### src/rtl/mwalu_pkg.sv
package mwalu_pkg;

   typedef enum logic [2:0] {
      ALU_ADD  = 3'd0,
      ALU_ADC  = 3'd1,
      ALU_SUB  = 3'd2,
      ALU_SBC  = 3'd3,
      ALU_AND  = 3'd4,
      ALU_OR   = 3'd5,
      ALU_XOR  = 3'd6,
      ALU_DADJ = 3'd7
   } alu_op_e;

   localparam int FLG_C  = 0;
   localparam int FLG_N  = 1;
   localparam int FLG_PV = 2;
   localparam int FLG_X3 = 3;
   localparam int FLG_H  = 4;
   localparam int FLG_X5 = 5;
   localparam int FLG_Z  = 6;
   localparam int FLG_S  = 7;

endpackage

### src/rtl/mwalu_addsub.sv
module mwalu_addsub #(
   parameter int LANE_W = 8
) (
   input  logic [LANE_W-1:0] a,
   input  logic [LANE_W-1:0] b,
   input  logic              do_sub,
   input  logic              carry_in,
   output logic [LANE_W-1:0] sum,
   output logic              carry_out,
   output logic              nib_carry,
   output logic              sgn_ovf
);
   localparam int TAP = LANE_W - 4;

   logic [LANE_W:0] ext;

   always_comb begin
      if (do_sub)
         ext = {1'b0, a} - {1'b0, b} - (LANE_W+1)'(carry_in);
      else
         ext = {1'b0, a} + {1'b0, b} + (LANE_W+1)'(carry_in);
   end

   assign sum       = ext[LANE_W-1:0];
   assign carry_out = ext[LANE_W];
   assign nib_carry = a[TAP] ^ b[TAP] ^ ext[TAP];
   assign sgn_ovf   = do_sub ? ((a[LANE_W-1] != b[LANE_W-1]) && (ext[LANE_W-1] != a[LANE_W-1]))
                             : ((a[LANE_W-1] == b[LANE_W-1]) && (ext[LANE_W-1] != a[LANE_W-1]));
endmodule

### src/rtl/mwalu_logic.sv
module mwalu_logic
   import mwalu_pkg::*;
#(
   parameter int DATA_W = 32
) (
   input  alu_op_e           op,
   input  logic [DATA_W-1:0] a,
   input  logic [DATA_W-1:0] b,
   output logic [DATA_W-1:0] y
);
   always_comb begin
      unique case (op)
         ALU_AND: y = a & b;
         ALU_OR:  y = a | b;
         default: y = a ^ b;
      endcase
   end
endmodule

### src/rtl/mwalu_decadj.sv
module mwalu_decadj (
   input  logic [7:0] val,
   input  logic       was_sub,
   input  logic       half_in,
   input  logic       carry_in,
   output logic [7:0] adj,
   output logic       carry_out,
   output logic       half_out
);
   logic       fix_lo;
   logic       fix_hi;
   logic [7:0] corr;

   assign fix_lo    = (val[3:0] > 4'd9) | half_in;
   assign fix_hi    = (val > 8'h99) | carry_in;
   assign corr      = {1'b0, fix_hi, fix_hi, 2'b00, fix_lo, fix_lo, 1'b0};
   assign adj       = was_sub ? (val - corr) : (val + corr);
   assign carry_out = fix_hi;
   assign half_out  = val[4] ^ adj[4];
endmodule

### src/rtl/mwalu.sv
module mwalu
   import mwalu_pkg::*;
#(
   parameter int BASE_W     = 8,
   parameter int NUM_WIDTHS = 3
) (
   input  logic        clk,
   input  logic        rst_n,
   input  logic [2:0]  opcode,
   input  logic [1:0]  width_sel,
   input  logic [31:0] src_a,
   input  logic [31:0] src_b,
   input  logic [7:0]  flags_in,
   output logic [31:0] result,
   output logic [7:0]  flags_out
);
   localparam int DATA_W = BASE_W << (NUM_WIDTHS - 1);

   if (BASE_W < 8) begin : g_bad_base
      $error("mwalu: BASE_W must be at least 8");
   end
   if (NUM_WIDTHS < 1 || NUM_WIDTHS > 4) begin : g_bad_count
      $error("mwalu: NUM_WIDTHS must lie in 1..4");
   end
   if (DATA_W != 32) begin : g_bad_data
      $error("mwalu: widest lane must equal the 32-bit port width");
   end

   alu_op_e op;
   assign op = alu_op_e'(opcode);

   logic [1:0] lane;
   assign lane = (32'(width_sel) >= NUM_WIDTHS) ? 2'(NUM_WIDTHS - 1) : width_sel;

   logic [DATA_W-1:0] lane_sum  [NUM_WIDTHS];
   logic [DATA_W-1:0] lane_mask [NUM_WIDTHS];
   logic [NUM_WIDTHS-1:0] lane_c, lane_h, lane_v;
   logic is_sub, cin;

   assign is_sub = (op == ALU_SUB) || (op == ALU_SBC);
   assign cin    = ((op == ALU_ADC) || (op == ALU_SBC)) ? flags_in[FLG_C] : 1'b0;

   for (genvar k = 0; k < NUM_WIDTHS; k++) begin : g_lane
      localparam int LW = BASE_W << k;
      logic [LW-1:0] s;
      mwalu_addsub #(.LANE_W(LW)) u_as (
         .a         (src_a[LW-1:0]),
         .b         (src_b[LW-1:0]),
         .do_sub    (is_sub),
         .carry_in  (cin),
         .sum       (s),
         .carry_out (lane_c[k]),
         .nib_carry (lane_h[k]),
         .sgn_ovf   (lane_v[k])
      );
      if (LW == DATA_W) begin : g_full
         assign lane_sum[k] = s;
      end else begin : g_part
         assign lane_sum[k] = {{(DATA_W-LW){1'b0}}, s};
      end
      assign lane_mask[k] = {DATA_W{1'b1}} >> (DATA_W - LW);
   end

   logic [DATA_W-1:0] logic_y;
   mwalu_logic #(.DATA_W(DATA_W)) u_logic (
      .op (op),
      .a  (src_a),
      .b  (src_b),
      .y  (logic_y)
   );

   logic [7:0] dadj_y;
   logic       dadj_c, dadj_h;
   mwalu_decadj u_dadj (
      .val       (src_a[7:0]),
      .was_sub   (flags_in[FLG_N]),
      .half_in   (flags_in[FLG_H]),
      .carry_in  (flags_in[FLG_C]),
      .adj       (dadj_y),
      .carry_out (dadj_c),
      .half_out  (dadj_h)
   );

   logic [DATA_W-1:0] res_d;
   logic c_d, n_d, h_d, pv_d, s_d;

   always_comb begin
      res_d = '0;
      c_d   = 1'b0;
      n_d   = 1'b0;
      h_d   = 1'b0;
      pv_d  = 1'b0;
      unique case (op)
         ALU_ADD, ALU_ADC, ALU_SUB, ALU_SBC: begin
            res_d = lane_sum[lane];
            c_d   = lane_c[lane];
            h_d   = lane_h[lane];
            pv_d  = lane_v[lane];
            n_d   = is_sub;
         end
         ALU_AND, ALU_OR, ALU_XOR: begin
            res_d = logic_y & lane_mask[lane];
            h_d   = (op == ALU_AND);
            pv_d  = ~^(logic_y & lane_mask[lane]);
         end
         default: begin
            res_d = {{(DATA_W-8){1'b0}}, dadj_y};
            c_d   = dadj_c;
            h_d   = dadj_h;
            n_d   = flags_in[FLG_N];
            pv_d  = ~^dadj_y;
         end
      endcase
   end

   always_comb begin
      if (op == ALU_DADJ)
         s_d = dadj_y[7];
      else
         s_d = |(res_d & ~(lane_mask[lane] >> 1));
   end

   logic unused_flags;
   assign unused_flags = ^{flags_in[FLG_S], flags_in[FLG_Z], flags_in[FLG_PV]};

   always_ff @(posedge clk or negedge rst_n) begin
      if (!rst_n) begin
         result    <= '0;
         flags_out <= '0;
      end else begin
         result    <= res_d;
         flags_out <= {s_d, (res_d == '0), flags_in[FLG_X5], h_d,
                       flags_in[FLG_X3], pv_d, n_d, c_d};
      end
   end
endmodule

### config.mk
export PLATFORM = sky130hd
export DESIGN_NAME = mwalu
export DESIGN_NICKNAME = d
export VERILOG_FILES = /design/src/rtl/mwalu_pkg.sv /design/src/rtl/mwalu_addsub.sv /design/src/rtl/mwalu_logic.sv /design/src/rtl/mwalu_decadj.sv /design/src/rtl/mwalu.sv
export SDC_FILE = /design/constraint.sdc
export NUM_CORES = 1
export LEC_CHECK = 0
export BUFFER_PORTS_ARGS = -buffer_cell sky130_fd_sc_hd__buf_2
export CAP_MARGIN = 40
export CORE_ASPECT_RATIO = 1.2
export CORE_MARGIN = 2
export CORE_UTILIZATION = 45
export CTS_CLUSTER_SIZE = 24
export DETAILED_ROUTE_END_ITERATION = 6
export PLACE_DENSITY = 0.67
export RECOVER_POWER = 50
export SLEW_MARGIN = 20
export SYNTH_ARGS = -nofsm -noshare
export SYNTH_HDL_FRONTEND = slang
export SYNTH_HIERARCHICAL = 1
export SYNTH_SLANG_ARGS = --single-unit
### constraint.sdc
create_clock -name clk -period 0.8 [get_ports clk]
set_input_delay 0 -clock clk [delete_from_list [all_inputs] [get_ports clk]]
set_output_delay 0 -clock clk [all_outputs]
set_load 0.02 [all_outputs]
Word level (Yosys, flattened, before mapping)
Index checks and enable logic that the tools add are counted.
{ "word_totals": {"ff_bits": 40, "latch_bits": 0, "mem_bits_rw": 0, "mem_bits_ro": 0, "memories": 0} }
{ "classes": {"n_addsub": 14, "multipliers": 0, "div": 0, "n_lt_le_gt_ge": 5, "n_eq_ne": 16, "n_shift": 0, "mux": 28, "n_bitwise": 16, "n_reduce_logical": 15} }
{ "ops": {"columns": ["operator", "count"], "rows": [
  ["32-bit binary-select mux with 2-bit select", 2],
  ["32-bit two-way mux", 4],
  ["32-bit case mux with 2 select lines", 2],
  ["32-bit bitwise AND", 3],
  ["32-bit by 32-bit adder with 33-bit output", 1],
  ["33-bit by 1-bit adder with 33-bit output", 1],
  ["33-bit two-way mux", 1],
  ["32-bit by 32-bit subtractor with 33-bit output", 1],
  ["33-bit by 1-bit subtractor with 33-bit output", 1],
  ["32-bit zero test", 1],
  ["31-bit NOT with 32-bit output", 1],
  ["32-bit OR", 1],
  ["32-bit OR reduction", 1],
  ["32-bit XNOR reduction", 1],
  ["32-bit XOR", 1],
  ["16-bit by 16-bit adder with 17-bit output", 1],
  ["17-bit by 1-bit adder with 17-bit output", 1],
  ["17-bit two-way mux", 1],
  ["16-bit by 16-bit subtractor with 17-bit output", 1],
  ["17-bit by 1-bit subtractor with 17-bit output", 1],
  ["3-bit == test (second input constant)", 4],
  ["8-bit by 8-bit adder with 9-bit output", 1],
  ["9-bit by 1-bit adder with 9-bit output", 1],
  ["9-bit two-way mux", 1],
  ["27 further kinds", 60]
]} }

Logic depth before layout (Yosys ltp)
{ "logic_depth": {"ltp_word": 12, "depth_mapped": 24} }

Hierarchy
The synthesis kept the hierarchy.
{ "modules_own_cells": {"columns": ["module", "n_inst", "cells_each", "area_per_inst_um2"], "rows": [
  ["mwalu_addsub at g_lane[2].u_as", 1, 665, 4541.9],
  ["mwalu", 1, 281, 2472.4],
  ["mwalu_addsub at g_lane[1].u_as", 1, 299, 2169.6],
  ["mwalu_logic", 1, 271, 1786.7],
  ["mwalu_addsub at g_lane[0].u_as", 1, 134, 997.2],
  ["mwalu_decadj", 1, 56, 404.1]
]} }

Worst setup path before layout
No wires, ideal clock.
{ "synth_path": {"path_kind": "input port to flip-flop", "start": "input opcode[2]", "end": "register flags_out[6]", "setup_ps": 80, "t_arrival_ps": 4527, "setup_slack_ps": -3807, "path_stages": 23, "n_path_buf": 4, "cell_sequence": "buf_2 > buf_2 > buf_2 > clkbuf_1 > and3b_1 > fa_1 > inv_1 > fa_1 > or2b_1 > a2111oi_0 > nor3b_1 > a21oi_1 > a21oi_1 > a21oi_1 > o21bai_1 > xnor2_1 > a21oi_1 > nand2b_1 > a21oi_2 > or4_4 > nor4_2 > nand4_1 > nor3_2"} }
{ "synth_between": {"elab_chain_len": 10} }
{ "synth_lines": {"columns": ["item", "line", "text"], "rows": [
  ["from (decl)", "mwalu.sv:9", "input logic [2:0] opcode,"],
  ["3-bit by 1-bit == test with 1-bit output / 3-bit by 2-bit == test with 1-bit output (equally long branches)", "mwalu.sv:41", "assign cin = ((op == ALU_ADC) || (op == ALU_SBC)) ? flags_in[FLG_C] : 1'b0;"],
  ["1-bit logical OR (*)", "mwalu.sv:41", null],
  ["1-bit two-way mux (*)", "mwalu.sv:41", null],
  ["net cin", "mwalu.sv:38", "logic is_sub, cin;"],
  ["33-bit by 1-bit adder with 33-bit output / 33-bit by 1-bit subtractor with 33-bit output (equally long branches)", "mwalu_addsub.sv:21, mwalu_addsub.sv:19", null],
  ["33-bit two-way mux (*)", "mwalu_addsub.sv:18", "if (do_sub)"],
  ["net g_lane[2].s[22]", "mwalu.sv:45", "logic [LW-1:0] s;"],
  ["32-bit binary-select mux with 2-bit select (*)", "mwalu.sv:95", "res_d = lane_sum[lane];"],
  ["32-bit two-way mux (implied by the code) (*) (2 in a row)", "mwalu.sv:95", null],
  ["32-bit case mux with 2 select lines (*)", "mwalu.sv:93", "unique case (op)"],
  ["net res_d[22]", "mwalu.sv:84", "logic [DATA_W-1:0] res_d;"],
  ["32-bit zero test (*)", "mwalu.sv:132", "flags_out <= {s_d, (res_d == '0), flags_in[FLG_X5], h_d,"],
  ["to (signal assigned)", "mwalu.sv:132", null],
  ["to (decl)", "mwalu.sv:15", "output logic [7:0] flags_out"]
]} }
Mark *: on every way through the listed nets, which the timed path passes. The rest lies on a longest branch. The select of a mux whose other input is x is not followed.

Worst setup path after layout
{ "layout_path": {"start": "input opcode[0]", "end": "register flags_out[6]"} }
{ "layout_between": {"elab_chain_len": 10} }
{ "layout_lines": {"columns": ["item", "line"], "rows": [
  ["3-bit by 1-bit == test with 1-bit output / 3-bit by 2-bit == test with 1-bit output (equally long branches)", "mwalu.sv:41"],
  ["1-bit logical OR (*)", "mwalu.sv:41"],
  ["1-bit two-way mux (*)", "mwalu.sv:41"],
  ["net cin", "mwalu.sv:38"],
  ["9-bit by 1-bit adder with 9-bit output / 9-bit by 1-bit subtractor with 9-bit output (equally long branches)", "mwalu_addsub.sv:21, mwalu_addsub.sv:19"],
  ["9-bit two-way mux (*)", "mwalu_addsub.sv:18"],
  ["net g_lane[0].s[4]", "mwalu.sv:45"],
  ["32-bit binary-select mux with 2-bit select (*)", "mwalu.sv:95"],
  ["32-bit two-way mux (implied by the code) (*) (2 in a row)", "mwalu.sv:95"],
  ["32-bit case mux with 2 select lines (*)", "mwalu.sv:93"],
  ["net res_d[4]", "mwalu.sv:84"],
  ["32-bit zero test (*)", "mwalu.sv:132"]
]} }
Marked as above.

==> impl_metrics.yaml <==
clock_tree:
  htree_levels: 2
  cts_tree: "yes"
  root_buffer: "clkbuf_16"
  cts_num_sinks: 40
  clockBufferDepth: 2
  numCtsBuffers: 5
  path_clk_slew_ps: 70
yosys:
  synth_top_family_by_area: "adder cells"
  ys_seq_area_share_pct: 8.09
  yosysUniqueCellTypes: 99
  synth_edf_count: 0
  yosysWarningCount: 6
  syn_area_um2: 12400
  synth_seq_cells: 40
  synthMuxAreaShare_pct: 3.28
  syn-num-nets: 2029
  synth-adder-area-share_pct: 25.5
  synthSimpleGateAreaFrac_pct: 17.3
  synth-compound-area-share_pct: 25.3
  synth-async-reset-ratio_pct: 100
  synth-main-ff-cell: "dfrtp_1"
  yosys.area_share.xor_xnor_pct: 9.81
  syn_avg_cell_area_um2: 7.25
  synthCells: 1706
floorplan:
  core_region_area_um2: 27100
  start_util_pct: 45.7
  die_y_um: 186
  rows: 66
  pin_count: 119
  dieArea_um2: 28800
  die_x_um: 155
final_layout:
  fill_cells: 2136
  nets: 2674
  layout_common_cells: "547 x buf_4, 249 x inv_1, 226 x ha_1"
  multi_input_area_um2: 10800
  mostFrequentLayoutCell: "buf_4"
  regArea_um2: 1000
  syn_to_final_growth_pct: 51.4
  drive_gt1_share_pct: 36.9
grt:
  grt-ovfl-total: 0
  antenna_found_initial: 1
  grt_util_all_layers_pct: 30.7
  grt_pass1_wl_mm: 71.5
  grt_start_max_net_pins: 73
  grt_pass1_vias: 14700
power_and_ir_drop:
  vdd_ir_drop_max_v: 0.00104
  pwr_density_cell_nw_per_um2: 1290
  leakage_nw: 9.59
timing:
  layout_worst_path_cycle_share_pct: 464
  fmax_ghz: 0.269
  finalCriticalPeriod_ps: 3710
  worst_pin_slew_ps: 862
  fin_tns_setup_ps: -84920
  setup_viol: 72
  final_hold_viol_count: 0
  final_max_slew_viol_count: 0
  rsz0062_at_grt: "yes"
  setup_ws_ps: -2910
  max_slew_margin_pct: 42.1
setup_path:
  endpoint_kind: "flip-flop"
  setup.worst_path.start_class: "input pin"
  cp.arrival_ps: 3940
  worstPathMaxFanout: 3
  crit_type: "in -> reg"
  worst_ep_required_time_ps: 1030
routing:
  drcViolationCount: 0
  drtPass1Iterations: 5
  routedWlPerCell_um: 16.9
  dr_total_vias: 14700
  postRouteAntennaNets: 0
  viasPerCell: 5.46
  routed_wl_mm: 45.6
  drt_first_iter_violations: 654
run:
  maxCapViolations: 0
placement:
  portBuffers: 115
  gp_congestion: 1.00
  hpwl_mm: 36.8
  pre_cts_ws_ps: -3260
worst_hold_path:
  worstHoldPathCells: 3
  min_from: "opcode[1]"
  hold_end: "flags_out[1]"
  hold_class: "in -> reg"
run_status:
  violations: "setup timing"
  status: "complete, but fails checks"
-- where the power goes --
part	internal (mW)	leakage (nW)	switching, mW
logic	9.64	9.01	9.62
clock network	1.49	0.0804	0.994
registers	2.30	0.505	0.157
-- registers in the layout, indices dropped and copies added (netlist names) --
register   cells
result        32
flags_out      8
-- synthesized netlist by cell type, types with 6 or more instances --
master / count / area [um2]
nor2_1: 104 / 390
a21oi_1: 146 / 731
nor2b_1: 20 / 125
o31ai_1: 18 / 135
fa_1: 13 / 260
nand3_1: 33 / 165
mux2_2: 7 / 78.8
o21ai_1: 40 / 200
nand2_1: 150 / 563
dfrtp_1: 40 / 1000
buf_1: 6 / 22.5
mux2i_1: 30 / 300
a221oi_1: 6 / 52.6
buf_2: 8 / 40.0
o211ai_1: 13 / 97.6
xor2_1: 23 / 201
nand4_1: 15 / 93.8
buf_6: 8 / 90.1
ha_1: 231 / 2890
clkbuf_1: 29 / 109
a211oi_1: 17 / 128
a21o_1: 25 / 188
inv_1: 257 / 965
nor4_1: 15 / 93.8
o21a_1: 17 / 128
nand2b_1: 31 / 194
xnor2_1: 113 / 990
nor3_1: 22 / 110
o21ai_0: 94 / 470
o21bai_1: 18 / 135
a31oi_1: 17 / 106
a22oi_1: 11 / 82.6
-- cells by family (layout without fill, tap and decap cells) --
kind of cell,Yosys count,after routing
compound gates,487,487
xor+xnor,137,137
fa+ha+maj,244,244
buf+inv,319,965
flops,40,40
mux,39,39
other cells,0,1
simple gates,440,440
-- worst max-delay path, cell delays in order --
cell	delay (ps)
buf_6	100
and3b_2	240
buf_4	140
buf_6	120
buf_6	110
buf_6	110
inv_1	60
fa_1	180
inv_1	50
fa_1	370
and2b_2	200
o21a_1	170
or2_2	290
xnor2_1	130
o21ai_0	100
mux2i_1	240
nor2_1	110
a211oi_1	290
a31oi_1	160
nor4_2	310
buf_4	160
nand4b_1	100
nor3_2	180
-- routing by layer --
layer	up-vias	share of wire [%]	track usage, %
met4	0	5.3	15.5
met5	-	0	0
li1	7152	-	-
met3	142	4.2	2.24
met2	472	51	58.4
met1	6940	40	34.2
-- layout make-up --
cell class,instances,area share [%]
Antenna cell,1,0.0134
Multi-Input combinational cell,1347,57.6
Clock buffer,5,0.668
Clock inverter,3,0.247
Sequential cell,40,5.34
Timing Repair Buffer,696,28.6
Inverter,261,5.27
Tap cell,340,2.27
-- how the worst max path moves through the flow --
stage,from,end,slack (ps)
after floorplan,opcode[2],flags_out[6],-3100
after global placement,opcode[2],flags_out[6],-3100
after detailed placement,opcode[2],flags_out[6],-3260
after CTS,opcode[0],flags_out[6],-2770
after global routing,opcode[0],flags_out[6],-3110
final,opcode[0],flags_out[6],-2910
-- stage by stage --
step / cells / total power [mW] / area [um2] / hold slack, ps / util (%)
after floorplan: 1706 / 12.0 / 12600 / -296 / -
after global placement: 2643 / 19.2 / 17300 / -9.55 / 63.9
after detailed placement: 2643 / 19.5 / 17300 / -6.22 / 63.9
after CTS: 2684 / 23.5 / 18500 / 96.3 / 68.2
after global routing: 2693 / 25.8 / 18700 / 126 / 69.2
final: 2693 / 24.2 / 18700 / 117 / 69.2
-- what timing repair did --
item	in CTS	in global routing
endpoints found under the hold margin	42	0
setup endpoints to repair	77	78
hold buffers	3	0
buffers inserted	45	17
pin swaps	72	50
resized for setup	185	51
Note: power is estimated with default switching activity, not from simulation.
